--- src/rtl/tdt_pkg.sv ---
// Package: shared helpers for the tamper delay timer.
// Assumes: callers pass a positive maximum value.
package tdt_pkg;

    // Number of bits needed to hold values from 0 up to maxval.
    function automatic int val_width(input int maxval);
        return (maxval < 2) ? 1 : $clog2(maxval + 1);
    endfunction

endpackage

--- src/rtl/tdt_fail_counter.sv ---
// Module: tdt_fail_counter
// Counts integrity failures, saturating at LIMIT. It asserts fire_o when the
// limit is (or already was) reached and the timer is ready for a new window.
// The count goes back to zero on the edge that fires.
// Assumes: LIMIT >= 1 and arm_i comes from the delay timer. Only por_n clears state.
module tdt_fail_counter #(
    parameter int LIMIT = 10
) (
    input  logic clk,
    input  logic por_n,
    input  logic fail_i,
    input  logic arm_i,
    output logic fire_o
);
    import tdt_pkg::*;

    localparam int CW = val_width(LIMIT);
    localparam logic [CW-1:0] LIM = CW'(LIMIT);

    logic [CW-1:0] cnt;
    logic [CW-1:0] cnt_inc;

    // Next count with this cycle's failure added, held at the limit.
    always_comb begin
        cnt_inc = cnt;
        if (fail_i && (cnt != LIM)) cnt_inc = cnt + CW'(1);
    end

    // Start a window when the limit is reached and the timer is ready.
    always_comb fire_o = arm_i && (cnt_inc == LIM);

    // Count register: cleared by power-on reset or on a window start.
    always_ff @(posedge clk) begin
        if (!por_n)      cnt <= '0;
        else if (fire_o) cnt <= '0;
        else             cnt <= cnt_inc;
    end

    a_r6_no_wrap: assert property (@(posedge clk) disable iff (!por_n)
        cnt <= LIM);
    a_r5_fire_clears: assert property (@(posedge clk) disable iff (!por_n)
        fire_o |=> (cnt == '0));
    a_r2_hold_quiet: assert property (@(posedge clk) disable iff (!por_n)
        (!fail_i && !fire_o) |=> $stable(cnt));

endmodule

--- src/rtl/tdt_delay_timer.sv ---
// Module: tdt_delay_timer
// Counts down the stall window in timebase ticks. It reports when it can accept
// a new window, either idle or on the final tick of the current one.
// Assumes: TICKS >= 1 and tick_i is a one-cycle pulse. Only por_n clears state.
module tdt_delay_timer #(
    parameter int TICKS = 60
) (
    input  logic clk,
    input  logic por_n,
    input  logic load_i,
    input  logic tick_i,
    output logic arm_o,
    output logic stall_o
);
    import tdt_pkg::*;

    localparam int DW = val_width(TICKS);
    localparam logic [DW-1:0] FULL = DW'(TICKS);

    logic [DW-1:0] rem;

    // Ready for a window: idle, or this tick ends the current one.
    always_comb arm_o = (rem == '0) || ((rem == DW'(1)) && tick_i);

    // Stall while any delay remains.
    always_comb stall_o = (rem != '0);

    // Remaining delay: loaded on a window start, decremented per tick.
    always_ff @(posedge clk) begin
        if (!por_n)                     rem <= '0;
        else if (load_i)                rem <= FULL;
        else if (tick_i && rem != '0)   rem <= rem - DW'(1);
    end

    a_r4_full_load: assert property (@(posedge clk) disable iff (!por_n)
        load_i |=> (rem == FULL));
    a_r4_hold_no_tick: assert property (@(posedge clk) disable iff (!por_n)
        (!tick_i && !load_i) |=> $stable(rem));
    a_r10_idle_tick: assert property (@(posedge clk) disable iff (!por_n)
        ((rem == '0) && !load_i) |=> (rem == '0));

endmodule

--- src/rtl/tamper_delay_timer.sv ---
// Module: tamper_delay_timer (top)
// Failure-count penalty timer. After every FAIL_LIMIT integrity failures it
// raises a stall request for DELAY_TICKS timebase pulses.
// Assumes: por_n is the power-on reset (synchronous, active low), and soft_rst_n
// only gates ok_o. There is no software access.
module tamper_delay_timer #(
    parameter int FAIL_LIMIT  = 10,
    parameter int DELAY_TICKS = 60
) (
    input  logic clk,
    input  logic por_n,
    input  logic soft_rst_n,
    input  logic fail_i,
    input  logic tick_i,
    output logic stall_o,
    output logic ok_o
);
    logic fire;
    logic arm;

    // Failure counter that starts penalty windows.
    tdt_fail_counter #(.LIMIT(FAIL_LIMIT)) u_cnt (
        .clk    (clk),
        .por_n  (por_n),
        .fail_i (fail_i),
        .arm_i  (arm),
        .fire_o (fire)
    );

    // Timebase-driven countdown of the stall window.
    tdt_delay_timer #(.TICKS(DELAY_TICKS)) u_tmr (
        .clk     (clk),
        .por_n   (por_n),
        .load_i  (fire),
        .tick_i  (tick_i),
        .arm_o   (arm),
        .stall_o (stall_o)
    );

    // OK only while not stalling and out of soft reset.
    always_comb ok_o = !stall_o && soft_rst_n;

    a_r9_ok_excludes_stall: assert property (@(posedge clk) disable iff (!por_n)
        stall_o |-> !ok_o);
    a_r8_soft_drops_ok: assert property (@(posedge clk) disable iff (!por_n)
        !soft_rst_n |-> !ok_o);
    a_r7_no_gap: assert property (@(posedge clk) disable iff (!por_n)
        (stall_o && fire) |=> stall_o);
    a_r3_fire_stalls: assert property (@(posedge clk) disable iff (!por_n)
        fire |=> stall_o);

endmodule

--- config.mk ---
export PLATFORM = sky130hd
export DESIGN_NAME = tamper_delay_timer
export DESIGN_NICKNAME = d
export VERILOG_FILES = /design/src/rtl/tdt_pkg.sv /design/src/rtl/tdt_fail_counter.sv /design/src/rtl/tdt_delay_timer.sv /design/src/rtl/tamper_delay_timer.sv
export SDC_FILE = /design/constraint.sdc
export NUM_CORES = 1
export LEC_CHECK = 0
export BUFFER_PORTS_ARGS = -buffer_cell sky130_fd_sc_hd__buf_2
export CORE_AREA = 2 2 39 41
export DETAILED_ROUTE_END_ITERATION = 16
export DIE_AREA = 0 0 41 43
export GPL_TIMING_DRIVEN = 0
export PLACE_DENSITY_LB_ADDON = 0.12
export SYNTH_ARGS = -nofsm -noshare
export SYNTH_HDL_FRONTEND = slang
export SYNTH_SLANG_ARGS = --single-unit
--- constraint.sdc ---
create_clock -name clk -period 2.4 [get_ports clk]
set_input_delay 0.36 -clock clk [delete_from_list [all_inputs] [get_ports clk]]
set_output_delay 0.36 -clock clk [all_outputs]
set_load 0.05 [all_outputs]
==> key figures, run 1 <==
Run status
  – Outcome: finished clean

Floorplan
  – Die Y: 43 µm
  – Die area: 0.001763 mm²
  – Row count: 14
  – Starting Density: 0.4684
  – Io pins: 7
  – Area of the core: 0.001384 mm²
  – Die width: 41 µm

Routing
  – Routed Antenna Nets: 0
  – WL met1: 544 µm
  – Met2 wire length: 577 µm
  – DR WL met3: 36 µm
  – Vias per cell: 5.673
  – Drt initial violations: 6
  – Pre-antenna DRT Iters: 4
  – Drt total wl: 1191 µm
  – Wire per inst: 12.15 µm
  – DRC Markers: 0
  – Top layer reached by signal wires: met4
  – Vias: 556

Critical path
  – Max stage delay on crit path: 0.43 ns
  – Setup crit end kind: output port
  – Critical path's top delay family: simple AND/OR/NAND/NOR gates
  – Type of the worst setup path: reg2out
  – Crit-path slowest cell: or3b_4
  – CP startpoint kind: flop
  – Critical path fanouts, max: 5
  – WP data arrival: 1.91 ns
  – Critical path data required time: 2.04 ns
  – CP cell instances: inv_1 > ha_1 > or3b_4 > or2_4 > nor2_1 > buf_2
  – Worst path bufs/invs: 2

Placed design
  – IO Port Bufs: 6
  – Post-Place Setup Slack: 0.4167 ns
  – DP HPWL: 940.1 µm
  – Routability cong.: 0.7102

STA
  – Final Setup Violations: 0
  – Relative slew slack: 0.7429
  – Setup_tns: 0 ns
  – Final worst slack: 0.1329 ns
  – Slew Limit Fails: 0
  – Final Cycle Share: 0.9446
  – RSZ-0062 raised after global routing: false
  – Fmax: 441.1 MHz
  – Shortest period the worst path allows: 2.267 ns
  – Final Hold Vio Count: 0
  – Hold slack: 0.3908 ns
  – Clock skew: 0.002599 ns
  – Worst Tran Pin Value: 0.3834 ns

Job
  – Max-Cap Viols: 0

Pwr
  – Sw power: 358.0 µW
  – Clock power frac: 0.178
  – PwrDens: 1136 mW/mm²
  – Logic pwr share: 0.536
  – VDD IR max: 0.4687 mV
  – Leakage power: 0.0002881 µW
  – Switch share: 0.4292
  – Pint: 476.0 µW
  – Seq pwr share: 0.286

Finish
  – Layout area overhead: 13.32%
  – Nets: 92
  – Most used cells in the layout excluding fill and tap cells: dfxtp_1, inv_1, buf_2
  – Commonest non-fill, non-tap cell in the layout: dfxtp_1
  – Share of layout cells above drive strength 1: 0.2439
  – ANT cells: 0
  – Final core utilization: 0.5307

Global route
  – Total grt overflow: 0
  – Initial antenna violation count: 0
  – Vias in the first global route: 482
  – Total Routing Usage GR: 0.1599
  – First-pass GRT wire length: 1904 µm
  – Pin count of the biggest net entering global routing: 10

Synthesis
  – Mean Syn Cell Area: 9.002 µm²
  – Post-Syn Nets: 81
  – Number of synthesis warnings: 0
  – Yosys reg bits: 10
  – Most used DFF post-synth: dfxtp_1
  – EDFF count, synth: 0
  – Distinct cells, synth: 32
  – Sequential share of the synthesized area: 0.3089
  – Post-synth ARST share: 0
  – Synthesized area: 648.1 µm²
  – Synth Instances: 72

Clock network
  – CTS tree: done
  – Worst-path clk slew: 0.07 ns
  – Post-CTS sizing: 0
  – H-tree depth: 1
  – CTS Hold Bufs: 0
  – Root buf cell: clkbuf_4
  – Worst-Skew Late Latency: 0.26 ns
  – Clock Sinks: 10
  – Num CTS Buffers: 3
  – Worst-case clock buffer depth: 2
  – Setup Buffers After CTS: 0

Hold path
  – Worst min-delay path class: in2reg
kinds of logic (layout without fill, tap and decap cells):
kind of cell               after synthesis  after routing  share of synthesized area
AOI/OAI and AO/OA                       20             20                     0.2355
muxes                                    2              2                    0.03282
xor gates and xnor gates                 3              3                    0.04055
and+or+nand+nor                         25             25                     0.2587
buffers and inverters                    8             18                    0.04633
adders and majority gates                4              4                    0.07722
DFF                                     10             10                     0.3089
power by group through the flow:
| stage | Combinational, µW | Clock (µW) | Sequential [µW] |
|---|---|---|---|
| global route | 485 | 165 | 245 |
| detailed placement | 448 | 0 | 242 |
| global placement | 443 | 0 | 241 |
| CTS | 450 | 152 | 238 |
| finish | 447 | 148 | 238 |
| floorplan | 379 | 0 | 234 |
layout make-up:
cell class / count / area, µm²
repair buffers: 6 / 30.03
clock buffers: 4 / 36.28
well taps: 16 / 20.02
flip-flops and latches: 10 / 200.2
multi-input cells: 54 / 417.9
fillers: 142 / 649.4
inverters: 8 / 30.03
per-stage QoR:
stage	cell area, µm²	instances	power (µW)
after floorplan	648.1	72	612.7
after global placement	698.2	94	683.8
after detailed placement	698.2	94	689.9
after CTS	734.5	98	839.6
after global routing	734.5	98	894.7
final	734.5	98	834.0
tightest hold or removal path, cell delays in order:
cell	delay (ns)
buf_2	0.14
nand2_1	0.06
a21oi_1	0.04
final timing paths:
| path | endpoint | start | depth (start not counted) | slack (ns) |
|---|---|---|---|---|
| setup / recovery | ok_o | u_tmr.rem[0]$_SDFFE_PP0P_ | 6 | 0.13 |
| hold / removal | u_cnt.cnt[3]$_SDFF_PP0_ | por_n | 3 | 0.39 |
| setup reg to reg | u_tmr.rem[1]$_SDFFE_PP0P_ | u_tmr.rem[0]$_SDFFE_PP0P_ | 6 | 0.53 |
| hold reg to reg | u_cnt.cnt[2]$_SDFF_PP0_ | u_cnt.cnt[2]$_SDFF_PP0_ | 2 | 0.55 |
cell usage after synthesis (all sizes together), types with 2 or more instances:
library cell	n	area, µm²
nand2b	3	18.77
o211ai	2	20.02
o21ai	4	23.77
inv	8	30.03
a211oi	5	47.54
a21oi	4	20.02
or2	3	26.28
dfxtp	10	200.2
nor2	5	18.77
nand2	4	15.01
ha	4	50.05
xnor2	3	26.28
flip-flops by register name, indices dropped and copies added (netlist names):
| register | flops |
|---|---|
| u_tmr.rem | 6 |
| u_cnt.cnt | 4 |
metal layers:
layer / global-route usage / vias up
met5: 0 / -
met3: 0.03141 / 7
met2: 0.2500 / 9
met1: 0.1881 / 256
met4: 0.1000 / 0
li1: - / 284
Power figures use the tool's default switching activity.
==> run 2, diff against run 1 <==
Settings changed: CELL_PAD_IN_SITES_DETAIL_PLACEMENT set to 1, CELL_PAD_IN_SITES_GLOBAL_PLACEMENT set to 2, CORE_AREA 2 2 39 41 to 2 2 40 60, DIE_AREA 0 0 41 43 to 0 0 42 62.
==> run 2 against run 1 <==
Effect of this change:
- largest cell class unchanged
- fmax grew 0.11%
- clock skew shrank 0.00096 ns
- hold slack got worse by 0.013 ns
- combinational power grew 3%
- highest routed layer unchanged
- total power down 2.1%
- clock power down 22%
- non-clock buffer count unchanged
- routed wire length grew 23%
- first-iteration DRC count rose to 2.5 times the previous value
- setup slack better by 0.0024 ns
- via count is 2.7% higher
==> key figures, run 2 (synthesis results as in run 1) <==
Run status
  – Outcome: finished clean

Critical path
  – Worst path depth: 6
  – Crit-path slowest cell: or3b_4
  – Worst path bufs/invs: 2
  – Critical path's top delay family: simple AND/OR/NAND/NOR gates
  – WP data arrival: 1.90 ns
  – Type of the worst setup path: reg2out
  – CP cell instances: inv_1 > ha_1 > or3b_4 > or2_4 > nor2_1 > clkbuf_4
  – Setup crit end kind: output port
  – CP startpoint kind: flop
  – Max stage delay on crit path: 0.43 ns
  – Critical path data required time: 2.04 ns
  – R2r worst-path depth: 6
  – Critical path fanouts, max: 5

Global route
  – Vias in the first global route: 562
  – Met2 Track Usage GR: 0.2567
  – Total Routing Usage GR: 0.1279
  – Total grt overflow: 0
  – GR peak layer: met2
  – Pin count of the biggest net entering global routing: 10
  – GR Layer Usage met3: 0.02890
  – Grt met1 use: 0.1099
  – First-pass GRT wire length: 2421 µm
  – Initial antenna violation count: 0

Pwr
  – PwrDens: 1115 mW/mm²
  – Sw power: 368.1 µW
  – Clock power frac: 0.142
  – Leakage power: 0.0002809 µW
  – Pint: 448.2 µW
  – VDD IR max: 0.3357 mV
  – Seq pwr share: 0.293
  – Switch share: 0.4509
  – Logic pwr share: 0.565

Floorplan
  – Die width: 42 µm
  – Area of the core: 0.002128 mm²
  – Die area: 0.002604 mm²
  – Die Y: 62 µm
  – Io pins: 7
  – Row count: 21
  – Starting Density: 0.3045

Routing
  – DRC Markers: 0
  – Wire per inst: 14.05 µm
  – Drt initial violations: 15
  – Pre-antenna DRT Iters: 2
  – Vias: 571
  – Drt total wl: 1461 µm
  – Routed Antenna Nets: 0
  – Vias per cell: 5.490

STA
  – Shortest period the worst path allows: 2.265 ns
  – Hold slack: 0.3774 ns
  – Fmax: 441.5 MHz
  – Final Setup Violations: 0
  – Relative slew slack: 0.7724
  – Final worst slack: 0.1352 ns
  – Worst Tran Pin Value: 0.3393 ns
  – RSZ-0062 raised after global routing: false
  – Setup_tns: 0 ns
  – Clock skew: 0.001642 ns
  – Final Hold Vio Count: 0
  – Slew Limit Fails: 0
  – Final Cycle Share: 0.9436

Hold path
  – WHS Path Cells: 3
  – Worst min-delay path class: in2reg

Finish
  – Most used cells in the layout excluding fill and tap cells: dfxtp_1, inv_1, nor2_1, buf_2
  – Share of layout cells above drive strength 1: 0.2346
  – Commonest non-fill, non-tap cell in the layout: dfxtp_1
  – Filler instances: 268
  – Most flops, register: u_tmr.rem
  – Nets: 92
  – Max reg flops: 6
  – Layout area overhead: 12.93%
  – Biggest regs: u_tmr.rem x6, u_cnt.cnt x4
  – ANT cells: 0
  – Fin cells: 104

Job
  – Max-Cap Viols: 0

Clock network
  – Worst-path clk slew: 0.06 ns
  – Num CTS Buffers: 3
  – CTS Hold Bufs: 0
  – Clock Sinks: 10
  – H-tree depth: 1
  – Worst-case clock buffer depth: 2
  – CTS tree: done
  – Root buf cell: clkbuf_4
  – Worst-Skew Late Latency: 0.27 ns

Placed design
  – Post-Place Setup Slack: 0.3758 ns
  – Placed Cells incl. Taps: 101
  – DP HPWL: 1235 µm
  – Routability cong.: 0.6484
  – IO Port Bufs: 6
-- run 2: repair_timing --
action,in CTS,in global routing
hold endpoints to repair,0,0
endpoints found under the setup margin,0,1
buffers inserted,0,0
gates resized for setup,0,1
-- run 2: final cells by class --
type	instances	area (µm²)	share of cell area
Multi-Input combinational cell	54	417.9	0.5709
Inverter	8	30.03	0.04103
Clock buffer	3	22.52	0.03077
Tap cell	23	28.78	0.03932
Timing Repair Buffer	6	32.53	0.04444
Sequential cell	10	200.2	0.2735
-- run 2: worst paths after layout --
kind                                  start                         to  slack (ns)
setup / recovery  u_tmr.rem[0]$_SDFFE_PP0P_                       ok_o        0.14
hold / removal                        por_n    u_cnt.cnt[3]$_SDFF_PP0_        0.38
setup reg to reg  u_tmr.rem[0]$_SDFFE_PP0P_  u_tmr.rem[1]$_SDFFE_PP0P_        0.52
hold reg to reg   u_tmr.rem[5]$_SDFFE_PN0P_  u_tmr.rem[5]$_SDFFE_PN0P_        0.57
-- run 2: power by group through the flow --
stage	clock network (µW)	logic, µW	registers, µW
2_1_floorplan	0	379	234
3_3_place_gp	0	453	244
3_5_place_dp	0	464	245
4_1_cts	122	465	241
5_1_grt	128	507	247
6_report	116	461	239
-- run 2: per-layer routing --
layer / vias to the layer above / share of wire
li1: 285 / -
met1: 272 / 0.36
met2: 9 / 0.58
met3: 5 / 0.031
met4: 0 / 0.028
met5: - / 0
-- run 2: stage by stage --
step	util	area [µm²]	power, µW
2_1_floorplan	-	648.1	612.7
5_1_grt	0.3439	732.0	882.2
4_1_cts	0.3427	729.5	828.3
3_3_place_gp	0.3322	706.9	696.5
3_5_place_dp	0.3322	706.9	709.1
6_report	0.3439	732.0	816.3
-- run 2: worst register-to-register path, delay by kind of cell, from the launching register on --
family | cells | cell delay, ns
simple gates | 1 | 0.44
compound gates | 2 | 0.39
mux | 1 | 0.34
flops | 1 | 0.33
fa+ha+maj | 1 | 0.22
buf+inv | 1 | 0.09
==> run 3, diff against run 2 <==
Settings changed: PLACE_DENSITY_LB_ADDON 0.12 to 0.1.
==> run 3 against run 2 <==
Effect of this change:
- flip-flop and latch count did not move
- final area fell by 0.34%
- combinational power fell by 1%
- fmax fell by 0.26%
- critical path type unchanged
- largest power group unchanged
- highest routed layer unchanged
==> key figures, run 3 (synthesis results as in run 1) <==
Critical path
  – CP startpoint kind: flop
  – Setup crit end kind: output port
  – Critical Path Sink: ok_o
  – WP data arrival: 1.91 ns
  – R2r worst-path depth: 6
  – Flop2flop setup slack: 0.51 ns
  – Critical path data required time: 2.04 ns
  – Critical path fanouts, max: 5
  – Type of the worst setup path: reg2out
  – Worst R2R End: u_tmr.rem[1]$_SDFFE_PP0P_
  – Crit. Startpoint: u_tmr.rem[0]$_SDFFE_PP0P_
  – R2r startpoint: u_tmr.rem[0]$_SDFFE_PP0P_

Pwr
  – VDD IR max: 0.3037 mV
  – Clock power frac: 0.137
  – Pint: 442.4 µW
  – Switch share: 0.4521
  – Seq pwr share: 0.298
  – Logic pwr share: 0.564
  – Sw power: 365.0 µW
  – PwrDens: 1107 mW/mm²
  – Leakage power: 0.0002810 µW

Clock network
  – CTS Hold Bufs: 0
  – Root buf cell: clkbuf_4
  – Worst-path clk slew: 0.06 ns
  – CTS tree: done
  – Num CTS Buffers: 3
  – Worst-Skew Late Latency: 0.26 ns
  – Clock Sinks: 10
  – Post-CTS sizing: 0
  – Worst-case clock buffer depth: 2
  – H-tree depth: 1
  – Setup Buffers After CTS: 0

STA
  – Relative slew slack: 0.7594
  – Slew Limit Fails: 0
  – Shortest period the worst path allows: 2.271 ns
  – Final Hold Vio Count: 0
  – Clock skew: 0.005710 ns
  – Fmax: 440.4 MHz
  – Setup_tns: 0 ns
  – Final worst slack: 0.1294 ns
  – Final Setup Violations: 0
  – Final Cycle Share: 0.9461
  – RSZ-0062 raised after global routing: false
  – Worst Tran Pin Value: 0.3588 ns

Routing
  – Vias per cell: 5.404
  – Wire per inst: 14.23 µm
  – DRC Markers: 0
  – Drt total wl: 1480 µm
  – Vias: 562
  – Drt initial violations: 5
  – Routed Antenna Nets: 0
  – Pre-antenna DRT Iters: 2

Global route
  – First-pass GRT wire length: 2573 µm
  – GR peak layer: met2
  – Initial antenna violation count: 0
  – Pin count of the biggest net entering global routing: 10
  – Grt met1 use: 0.1259
  – Total Routing Usage GR: 0.1353
  – Vias in the first global route: 570
  – GR Layer Usage met3: 0.02890
  – Total grt overflow: 0
  – Met2 Track Usage GR: 0.2701

Floorplan
  – Io pins: 7
  – Die width: 42 µm
  – Row count: 21
  – Die Y: 62 µm
  – Die area: 0.002604 mm²
  – Area of the core: 0.002128 mm²
  – Starting Density: 0.3045

Finish
  – Share of layout cells above drive strength 1: 0.2346
  – Max reg flops: 6
  – Most flops, register: u_tmr.rem
  – Final core utilization: 0.3427
  – ANT cells: 0
  – Filler instances: 268
  – Layout area overhead: 12.55%
  – Most used cells in the layout excluding fill and tap cells: dfxtp_1, inv_1, buf_2
  – Commonest non-fill, non-tap cell in the layout: dfxtp_1
  – Biggest regs: u_tmr.rem x6, u_cnt.cnt x4
  – Nets: 92

Placed design
  – Post-Place Setup Slack: 0.3975 ns
  – DP HPWL: 1210 µm
  – Routability cong.: 0.6677
  – IO Port Bufs: 6

Job
  – Max-Cap Viols: 0

Hold path
  – Worst min-delay path class: in2reg

Run status
  – Outcome: finished clean
-- run 3: area by class of cell --
class | instances | area [µm²] | area share
clock buffers | 3 | 22.52 | 0.03087
inverters | 8 | 30.03 | 0.04117
well taps | 23 | 28.78 | 0.03945
flip-flops and latches | 10 | 200.2 | 0.2744
multi-input cells | 54 | 417.9 | 0.5729
repair buffers | 6 | 30.03 | 0.04117
-- run 3: how the worst min path moves through the flow --
| stage | cells past startpoint | to | slack, ns | from |
|---|---|---|---|---|
| finish | 3 | u_cnt.cnt[3]$_SDFF_PP0_ | 0.40 | por_n |
| global route | 3 | u_cnt.cnt[3]$_SDFF_PP0_ | 0.41 | por_n |
| CTS | 3 | u_cnt.cnt[3]$_SDFF_PP0_ | 0.39 | por_n |
| detailed placement | 2 | u_cnt.cnt[2]$_SDFF_PP0_ | 0.55 | u_cnt.cnt[2]$_SDFF_PP0_ |
| global placement | 2 | u_cnt.cnt[2]$_SDFF_PP0_ | 0.55 | u_cnt.cnt[2]$_SDFF_PP0_ |
| floorplan | 2 | u_cnt.cnt[3]$_SDFF_PP0_ | 0.48 | por_n |
-- run 3: critical path: stages (launching register included) --
cell     delay, ns
dfxtp_1       0.33
inv_1         0.09
ha_1          0.22
or3b_4        0.43
or2_4         0.25
nor2_1        0.08
buf_2         0.26
-- run 3: routing by layer --
metal	wire length (µm)	vias to the layer above
met5	0	-
met4	21	0
met3	36	2
met2	830	6
met1	591	269
li1	-	285
-- run 3: power groups by stage --
stage	Combinational [µW]	Sequential [µW]	Clock [µW]
finish	456	241	111
floorplan	379	234	0
detailed placement	459	245	0
CTS	461	241	114
global route	504	248	128
global placement	453	245	0
-- run 3: stage by stage --
stage                     total power (µW)  hold WS (ns)  instances  cell area [µm²]
after floorplan                      612.7        0.4761         72            648.1
after global placement               698.4        0.5535        101            706.9
after detailed placement             703.7        0.5537        101            706.9
after CTS                            816.7        0.3872        104            729.5
after global routing                 880.3        0.4078        104            729.5
final                                807.4        0.3991        104            729.5
